===== src/rtl/dmar_pkg.sv =====
// Shared constants and types for the DMA translation walker.
// Assumes 8-byte table entries, so index width + 3 equals the page shift.
package dmar_pkg;
    localparam int HPA_W   = 46;  // host physical address width
    localparam int GAW     = 48;  // translated guest address width
    localparam int IN_AW   = 64;  // request address width
    localparam int LEVELS  = 4;   // page table depth
    localparam int IDX_W   = 9;   // index bits per level
    localparam int PG_SH   = 12;  // base page shift
    localparam int LVL_W   = $clog2(LEVELS + 1);

    localparam int BIT_PRESENT = 0;
    localparam int BIT_FLAT    = 1;
    localparam int BIT_LEAF    = 7;

    typedef enum logic [1:0] {
        FLT_ROOT  = 2'd0,
        FLT_CTX   = 2'd1,
        FLT_PTE   = 2'd2,
        FLT_WIDTH = 2'd3
    } fault_e;

    typedef enum logic [1:0] {
        SZ_4K   = 2'd0,
        SZ_2M   = 2'd1,
        SZ_1G   = 2'd2,
        SZ_FLAT = 2'd3
    } size_e;

    typedef enum logic [1:0] {
        STG_ROOT = 2'd0,
        STG_CTX  = 2'd1,
        STG_PT   = 2'd2
    } stage_e;

    typedef enum logic [1:0] {
        ST_IDLE  = 2'd0,
        ST_FETCH = 2'd1,
        ST_WAIT  = 2'd2,
        ST_DONE  = 2'd3
    } fsm_e;
endpackage


===== src/rtl/dmar_entry_decode.sv =====
// Splits a 64-bit table entry into its flags and frame number.
// Assumes the same layout for root, context and page entries.
module dmar_entry_decode
    import dmar_pkg::*;
#(
    parameter int AW = HPA_W,
    parameter int SH = PG_SH
) (
    input  logic [63:0]    entry,
    output logic           present,
    output logic           flat,
    output logic           leaf_hint,
    output logic [AW-1:SH] frame
);
    // field extraction
    assign present   = entry[BIT_PRESENT];
    assign flat      = entry[BIT_FLAT];
    assign leaf_hint = entry[BIT_LEAF];
    assign frame     = entry[AW-1:SH];

    logic unused_bits;
    assign unused_bits = ^{entry[63:AW], entry[SH-1:BIT_LEAF+1], entry[BIT_LEAF-1:BIT_FLAT+1]};
endmodule


===== src/rtl/dmar_fetch_addr.sv =====
// Forms the byte address of the next entry to read from the current table
// frame and the index for the current stage. The root stage uses the bus,
// the context stage uses devfn, and page levels use 9-bit slices of the input address.
// Assumes IX + 3 == SH (8-byte entries fill one page).
module dmar_fetch_addr
    import dmar_pkg::*;
#(
    parameter int AW  = HPA_W,
    parameter int VW  = GAW,
    parameter int SH  = PG_SH,
    parameter int IX  = IDX_W,
    parameter int NL  = LEVELS,
    parameter int LW  = LVL_W
) (
    input  stage_e         stage,
    input  logic [LW-1:0]  level,
    input  logic [AW-1:SH] table_frame,
    input  logic [15:0]    rid,
    input  logic [VW-1:SH] va_pfn,
    output logic [AW-1:0]  addr
);
    logic [IX-1:0] lvl_idx [1:NL];
    logic [IX-1:0] idx;

    // one index slice per page level
    for (genvar g = 1; g <= NL; g++) begin : g_slice
        assign lvl_idx[g] = va_pfn[SH + IX*(g-1) +: IX];
    end

    // pick the index for the current stage and level
    always_comb begin
        idx = '0;
        case (stage)
            STG_ROOT: idx = IX'(rid[15:8]);
            STG_CTX:  idx = IX'(rid[7:0]);
            default: begin
                for (int l = 1; l <= NL; l++) begin
                    if (level == LW'(l)) idx = lvl_idx[l];
                end
            end
        endcase
    end

    assign addr = {table_frame, idx, 3'b000};
endmodule


===== src/rtl/dmar_result_fmt.sv =====
// Merges a leaf frame with the untranslated offset bits for the page size.
// Assumes super-page frames are naturally aligned, so their low frame bits are dropped.
module dmar_result_fmt
    import dmar_pkg::*;
#(
    parameter int AW = HPA_W,
    parameter int SH = PG_SH,
    parameter int IX = IDX_W
) (
    input  size_e          size,
    input  logic [AW-1:SH] frame,
    input  logic [AW-1:0]  va,
    output logic [AW-1:0]  hpa
);
    localparam int SH_2M = SH + IX;
    localparam int SH_1G = SH + 2*IX;

    logic [AW-1:0] mask;

    // offset mask per page size
    always_comb begin
        case (size)
            SZ_4K:   mask = (AW'(1) << SH) - AW'(1);
            SZ_2M:   mask = (AW'(1) << SH_2M) - AW'(1);
            SZ_1G:   mask = (AW'(1) << SH_1G) - AW'(1);
            default: mask = '1;
        endcase
    end

    assign hpa = ({frame, {SH{1'b0}}} & ~mask) | (va & mask);
endmodule


===== src/rtl/dma_xlate_walker.sv =====
// DMA address translation walker: bus -> root entry, devfn -> context entry,
// then a LEVELS-deep page walk to a host physical address.
// Handles one walk at a time. The memory port is request/response with at most
// one read outstanding. Interrupt-message writes and pass-through devices skip translation.
module dma_xlate_walker
    import dmar_pkg::*;
#(
    parameter int AW  = HPA_W,
    parameter int VW  = GAW,
    parameter int IAW = IN_AW,
    parameter int NL  = LEVELS,
    parameter int IX  = IDX_W,
    parameter int SH  = PG_SH
) (
    input  logic           clk,
    input  logic           rst_n,
    input  logic [AW-1:0]  cfg_root_base,
    input  logic           cfg_sp_en,
    input  logic           req_valid,
    output logic           req_ready,
    input  logic [15:0]    req_rid,
    input  logic [IAW-1:0] req_addr,
    input  logic           req_write,
    output logic           mem_req_valid,
    input  logic           mem_req_ready,
    output logic [AW-1:0]  mem_req_addr,
    input  logic           mem_rsp_valid,
    input  logic [63:0]    mem_rsp_data,
    output logic           rsp_valid,
    input  logic           rsp_ready,
    output logic           rsp_fault,
    output logic [1:0]     rsp_code,
    output logic [AW-1:0]  rsp_addr,
    output logic [1:0]     rsp_size
);
    localparam int LW      = $clog2(NL + 1);
    localparam int SP_HIGH = NL - 1;  // highest level allowed to hold a super-page
    localparam logic [11:0] MSI_TAG = 12'hFEE;

    fsm_e            st_q;
    stage_e          stg_q;
    logic [LW-1:0]   lvl_q;
    logic [AW-1:SH]  tbl_q;
    logic [15:0]     rid_q;
    logic [IAW-1:0]  iova_q;
    logic            flt_q;
    fault_e          code_q;
    logic [AW-1:0]   addr_q;
    size_e           size_q;

    logic            e_present, e_flat, e_leaf;
    logic [AW-1:SH]  e_frame;
    logic [AW-1:0]   leaf_hpa;
    logic [LW-1:0]   lvl_m1;
    size_e           leaf_size;
    logic            sp_ok, pte_leaf;
    logic            is_msi, beyond_gaw, flat_wide;

    dmar_entry_decode #(.AW(AW), .SH(SH)) u_decode (
        .entry     (mem_rsp_data),
        .present   (e_present),
        .flat      (e_flat),
        .leaf_hint (e_leaf),
        .frame     (e_frame)
    );

    dmar_fetch_addr #(.AW(AW), .VW(VW), .SH(SH), .IX(IX), .NL(NL), .LW(LW)) u_fetch (
        .stage       (stg_q),
        .level       (lvl_q),
        .table_frame (tbl_q),
        .rid         (rid_q),
        .va_pfn      (iova_q[VW-1:SH]),
        .addr        (mem_req_addr)
    );

    dmar_result_fmt #(.AW(AW), .SH(SH), .IX(IX)) u_fmt (
        .size  (leaf_size),
        .frame (e_frame),
        .va    (iova_q[AW-1:0]),
        .hpa   (leaf_hpa)
    );

    // request classification at the accept point
    assign is_msi     = req_write && (req_addr[IAW-1:32] == '0) && (req_addr[31:20] == MSI_TAG);
    assign beyond_gaw = |req_addr[IAW-1:VW];
    assign flat_wide  = |iova_q[IAW-1:AW];

    // leaf detection for the current page level
    assign lvl_m1    = lvl_q - LW'(1);
    assign leaf_size = size_e'(lvl_m1[1:0]);
    assign sp_ok     = cfg_sp_en && e_leaf && (lvl_q >= LW'(2)) && (lvl_q <= LW'(SP_HIGH));
    assign pte_leaf  = (lvl_q == LW'(1)) || sp_ok;

    // walk sequencer
    always_ff @(posedge clk) begin
        if (!rst_n) begin
            st_q   <= ST_IDLE;
            stg_q  <= STG_ROOT;
            lvl_q  <= LW'(NL);
            tbl_q  <= '0;
            rid_q  <= '0;
            iova_q <= '0;
            flt_q  <= 1'b0;
            code_q <= FLT_ROOT;
            addr_q <= '0;
            size_q <= SZ_4K;
        end else begin
            case (st_q)
                ST_IDLE: begin
                    if (req_valid) begin
                        rid_q  <= req_rid;
                        iova_q <= req_addr;
                        tbl_q  <= cfg_root_base[AW-1:SH];
                        stg_q  <= STG_ROOT;
                        lvl_q  <= LW'(NL);
                        flt_q  <= 1'b0;
                        code_q <= FLT_ROOT;
                        addr_q <= '0;
                        size_q <= SZ_FLAT;
                        if (is_msi) begin
                            addr_q <= req_addr[AW-1:0];
                            st_q   <= ST_DONE;
                        end else if (beyond_gaw) begin
                            flt_q  <= 1'b1;
                            code_q <= FLT_WIDTH;
                            size_q <= SZ_4K;
                            st_q   <= ST_DONE;
                        end else begin
                            st_q   <= ST_FETCH;
                        end
                    end
                end
                ST_FETCH: begin
                    if (mem_req_ready) st_q <= ST_WAIT;
                end
                ST_WAIT: begin
                    if (mem_rsp_valid) begin
                        tbl_q <= e_frame;
                        st_q  <= ST_FETCH;
                        case (stg_q)
                            STG_ROOT: begin
                                stg_q <= STG_CTX;
                                if (!e_present) begin
                                    flt_q <= 1'b1; code_q <= FLT_ROOT; size_q <= SZ_4K; st_q <= ST_DONE;
                                end
                            end
                            STG_CTX: begin
                                stg_q <= STG_PT;
                                if (!e_present) begin
                                    flt_q <= 1'b1; code_q <= FLT_CTX; size_q <= SZ_4K; st_q <= ST_DONE;
                                end else if (e_flat) begin
                                    st_q <= ST_DONE;
                                    if (flat_wide) begin
                                        flt_q <= 1'b1; code_q <= FLT_WIDTH; size_q <= SZ_4K;
                                    end else begin
                                        addr_q <= iova_q[AW-1:0]; size_q <= SZ_FLAT;
                                    end
                                end
                            end
                            default: begin
                                if (!e_present) begin
                                    flt_q <= 1'b1; code_q <= FLT_PTE; size_q <= SZ_4K; st_q <= ST_DONE;
                                end else if (pte_leaf) begin
                                    addr_q <= leaf_hpa; size_q <= leaf_size; st_q <= ST_DONE;
                                end else begin
                                    lvl_q <= lvl_m1;
                                end
                            end
                        endcase
                    end
                end
                default: begin
                    if (rsp_ready) st_q <= ST_IDLE;
                end
            endcase
        end
    end

    assign req_ready     = (st_q == ST_IDLE);
    assign mem_req_valid = (st_q == ST_FETCH);
    assign rsp_valid     = (st_q == ST_DONE);
    assign rsp_fault     = flt_q;
    assign rsp_code      = code_q;
    assign rsp_addr      = addr_q;
    assign rsp_size      = size_q;

    logic unused_base;
    assign unused_base = ^cfg_root_base[SH-1:0];

    // a pending read holds its address until granted
    assert_mem_hold_R12: assert property (@(posedge clk) disable iff (!rst_n)
        mem_req_valid && !mem_req_ready |=> mem_req_valid && $stable(mem_req_addr));

    // a result is held until taken
    assert_rsp_hold_R10: assert property (@(posedge clk) disable iff (!rst_n)
        rsp_valid && !rsp_ready |=> rsp_valid && $stable(rsp_addr) && $stable(rsp_code) && $stable(rsp_fault));

    // a fault never carries an address
    assert_fault_noaddr_R6: assert property (@(posedge clk) disable iff (!rst_n)
        rsp_valid && rsp_fault |-> rsp_addr == '0);

    // a 4 KB result keeps the page offset of the request
    assert_offset_keep_R3: assert property (@(posedge clk) disable iff (!rst_n)
        rsp_valid && !rsp_fault && rsp_size == SZ_4K |-> rsp_addr[SH-1:0] == iova_q[SH-1:0]);

    // a width fault only follows an address with bits above the host width
    assert_width_cause_R7: assert property (@(posedge clk) disable iff (!rst_n)
        rsp_valid && rsp_fault && rsp_code == FLT_WIDTH |-> |iova_q[IAW-1:AW]);
endmodule


===== config.mk =====
export PLATFORM = sky130hd
export DESIGN_NAME = dma_xlate_walker
export DESIGN_NICKNAME = d
export VERILOG_FILES = /design/src/rtl/dmar_pkg.sv /design/src/rtl/dmar_entry_decode.sv /design/src/rtl/dmar_fetch_addr.sv /design/src/rtl/dmar_result_fmt.sv /design/src/rtl/dma_xlate_walker.sv
export SDC_FILE = /design/constraint.sdc
export NUM_CORES = 1
export LEC_CHECK = 0
export ABC_AREA = 1
export BUFFER_PORTS_ARGS = -buffer_cell sky130_fd_sc_hd__buf_4
export CORE_MARGIN = 3
export CORE_UTILIZATION = 45
export DETAILED_ROUTE_END_ITERATION = 6
export PLACE_DENSITY = 0.86
export SYNTH_ARGS = -nofsm -noshare
export SYNTH_HDL_FRONTEND = slang
export SYNTH_SLANG_ARGS = --single-unit

===== constraint.sdc =====
create_clock -name clk -period 2 [get_ports clk]
set_input_delay 0.1 -clock clk [delete_from_list [all_inputs] [get_ports clk]]
set_output_delay 0.1 -clock clk [all_outputs]
set_load 0.03 [all_outputs]

==> results.yml <==
detailed_routing:
  dr.first_iter.drc_count: 863
  num_vias: 10011
  drc: 0
  drtPass1Iterations: 6
  wl_per_cell_um: 16.7
  antenna_left: 0
  wl_um: 31200
  viasPerCell: 5.36
synthesis:
  dominantRegCellSynth: "dfxtp_1"
  yosysUniqueCellTypes: 29
  synth_edf_count: 0
  postSynthCellCount: 1251
  synth_common_cells: "nor2_1 (265), nand2_1 (264), o21ai_0 (179), dfxtp_1 (172), inv_1 (86)"
  async_flop_share_pct: 0
  ys.warnings.count: 0
  synth.top_cells.by_area: "dfxtp_1 (42%), nor2_1 (12%), nand2_1 (12%), o21ai_0 (11%), inv_1 (3.9%)"
  ys_seq_area_share_pct: 42.1
  syn_avg_cell_area_um2: 6.54
  synth_top_area_share_pct: 42.1
  yosys.area.top_type: "dfxtp_1"
  synthMostInstantiatedCell: "nor2_1"
  syn_area_mm2: 0.00818
  ys_ff_latch: 172
worst_setup_path:
  rrSetupSlack_ps: 130
  crit_path_end_kind: "primary output"
  criticalPathCategory: "register to primary output"
  cp_data_required_time_ps: 1900
  path_max_fanout: 4
  critPathLaunchType: "register"
  cp.arrival_ps: 2000
global_routing:
  overflow: 0
  grt_pass1_vias: 9500
  grt_pass1_wl_um: 47400
  antenna_found_initial: 0
  grt_max_degree: 74
  grt_usage_pct: 29.6
cells_and_area:
  stdcell_count: 1868
  fin_util_pct: 72.5
  num-nets-final: 1834
  synthToLayoutAreaGrowth_pct: 55.4
  diodes: 0
  drive_gt1_share_pct: 23.7
sta:
  period_minus_slack_ps: 2100
  worst_pin_slew_ps: 591
  drv_slew: 0
  period_share_pct: 105
  setup_ws_ps: -101
  clock_skew_ps: 7.28
  slew_headroom_pct: 60.6
  fmax_ghz: 0.476
  setup_viol: 9
  grt_setup_unrepaired: "true"
  hold_violations: 0
clocking:
  insertion_delay_ps: 430
  cts_tree: "done"
  clockRootBuffer: "clkbuf_16"
  cts-htree-levels: 4
  cts.path.max_buffers: 2
  cts_made_buffers: 17
  clkSlewWorstSetupHoldPaths_ps: 70
  cts.sinks: 172
place:
  place_inst: 1683
  globalplace.congestion: 0.942
  dp_hpwl_um: 19600
  portBuffers: 255
floorplan:
  die-area_mm2: 0.0198
  core_area_mm2: 0.0175
  initial_utilization_pct: 46.6
  die_y_um: 141
  rows: 48
  ioPinCount: 298
  die_w_um: 141
run_status:
  failed_checks: "negative setup slack"
  outcome: "finished with violations"
run:
  cap_violations: 0
power:
  power.density_mw_per_mm2: 1410
  ir_drop_v: 0.000915
  leakagePower_nw: 5.92
hold_path:
  hold_path.class: "input pin to register"
[path summary, 6_finish.rpt]
| path | from | endpoint | cells after the start |
|---|---|---|---|
| worst max-delay path | lvl_q[0] | mem_req_addr[11] | 8 |
| worst min-delay path | mem_rsp_data[16] | tbl_q[16] | 3 |
| worst max register to register | lvl_q[0] | rsp_addr[1] | 14 |
| worst min register to register | iova_q[62] | iova_q[62] | 2 |
[cells by family (layout without fill, tap and decap cells)]
group / count (synthesis) / after routing / share of synthesized area [%]
xor gates and xnor gates: 1 / 1 / 0.107
AOI/OAI and AO/OA: 289 / 289 / 18.8
and+or+nand+nor: 607 / 608 / 29.4
buffers and inverters: 175 / 564 / 8.69
adders and majority gates: 6 / 6 / 0.918
other: 1 / 3 / 0.0459
DFF: 172 / 172 / 42.1
[routing by layer]
metal / vias up / routed length [um] / GRT usage [%]
met4: 0 / 1300 / 12.6
met5: - / 0 / 0
met2: 565 / 14700 / 50.5
met3: 122 / 2530 / 6.17
met1: 4540 / 12600 / 36.2
li1: 4784 / - / -
[critical path, cell delays in order, from the launching register on]
cell      delay (ps)
dfxtp_4          390
buf_6            120
ha_4             140
nand2_4           60
buf_4            160
o311ai_2         220
o21ai_1          120
a21oi_2          200
buf_6            160
[metrics by stage]
| stage | hold WS [ps] | area (um2) | setup slack (ps) | total power, mW | setup TNS (ps) |
|---|---|---|---|---|---|
| 6_report | 7.75 | 12700 | -101 | 17.9 | -554 |
| 5_1_grt | 11.0 | 12700 | -167 | 19.0 | -1310 |
| 4_1_cts | 0.105 | 12600 | -84.2 | 17.3 | -664 |
| 3_5_place_dp | 360 | 10300 | -68.3 | 13.6 | -320 |
| 3_3_place_gp | 357 | 10300 | -75.9 | 13.4 | -294 |
| 2_1_floorplan | 248 | 8190 | 82.8 | 10.8 | 0 |
[cell type report]
cell class,instances,area (um2)
repair buffers,434,3770
multi-input cells,907,4250
inverters,97,383
flip-flops and latches,172,3450
fillers,1285,4830
clock buffers,20,447
clock inverters,12,115
repair inverters,1,5.00
well taps,225,282
[what timing repair did]
action | 4_1_cts | 5_1_grt
hold buffers | 144 | 0
pin swaps | 19 | 14
setup endpoints to repair | 13 | 45
endpoints found under the hold margin | 113 | 0
gates cloned | 1 | 3
setup buffers | 5 | 1
resized for setup | 71 | 21
[power by group]
group / internal, mW / switching [mW]
clock: 1.76 / 1.45
sequential: 4.62 / 0.794
combinational: 3.37 / 5.90
[flip-flops by register name, indices dropped and copies added, names as in the netlist]
| register | flops |
|---|---|
| rid_q | 16 |
| rsp_code | 2 |
| tbl_q | 34 |
| rsp_fault | 1 |
| iova_q | 64 |
| rsp_size | 2 |
| st_q | 2 |
| lvl_q | 3 |
| stg_q | 2 |
| rsp_addr | 46 |
[placed cells by master, fill, tap and decap left out, types with 10 or more instances in the layout]
master	Yosys	final
buf_4	6	271
clkbuf_16	0	19
o21ai_0	179	163
inv_2	8	10
nand3_1	60	45
nand2_1	264	259
dfxtp_1	172	168
o21ai_2	0	10
a31oi_1	35	35
dlygate4sd3_1	0	144
nor2_1	265	263
nand3_2	0	15
inv_1	86	81
a21oi_1	56	55
buf_6	2	10
Note: power is estimated with default switching activity, not from simulation.
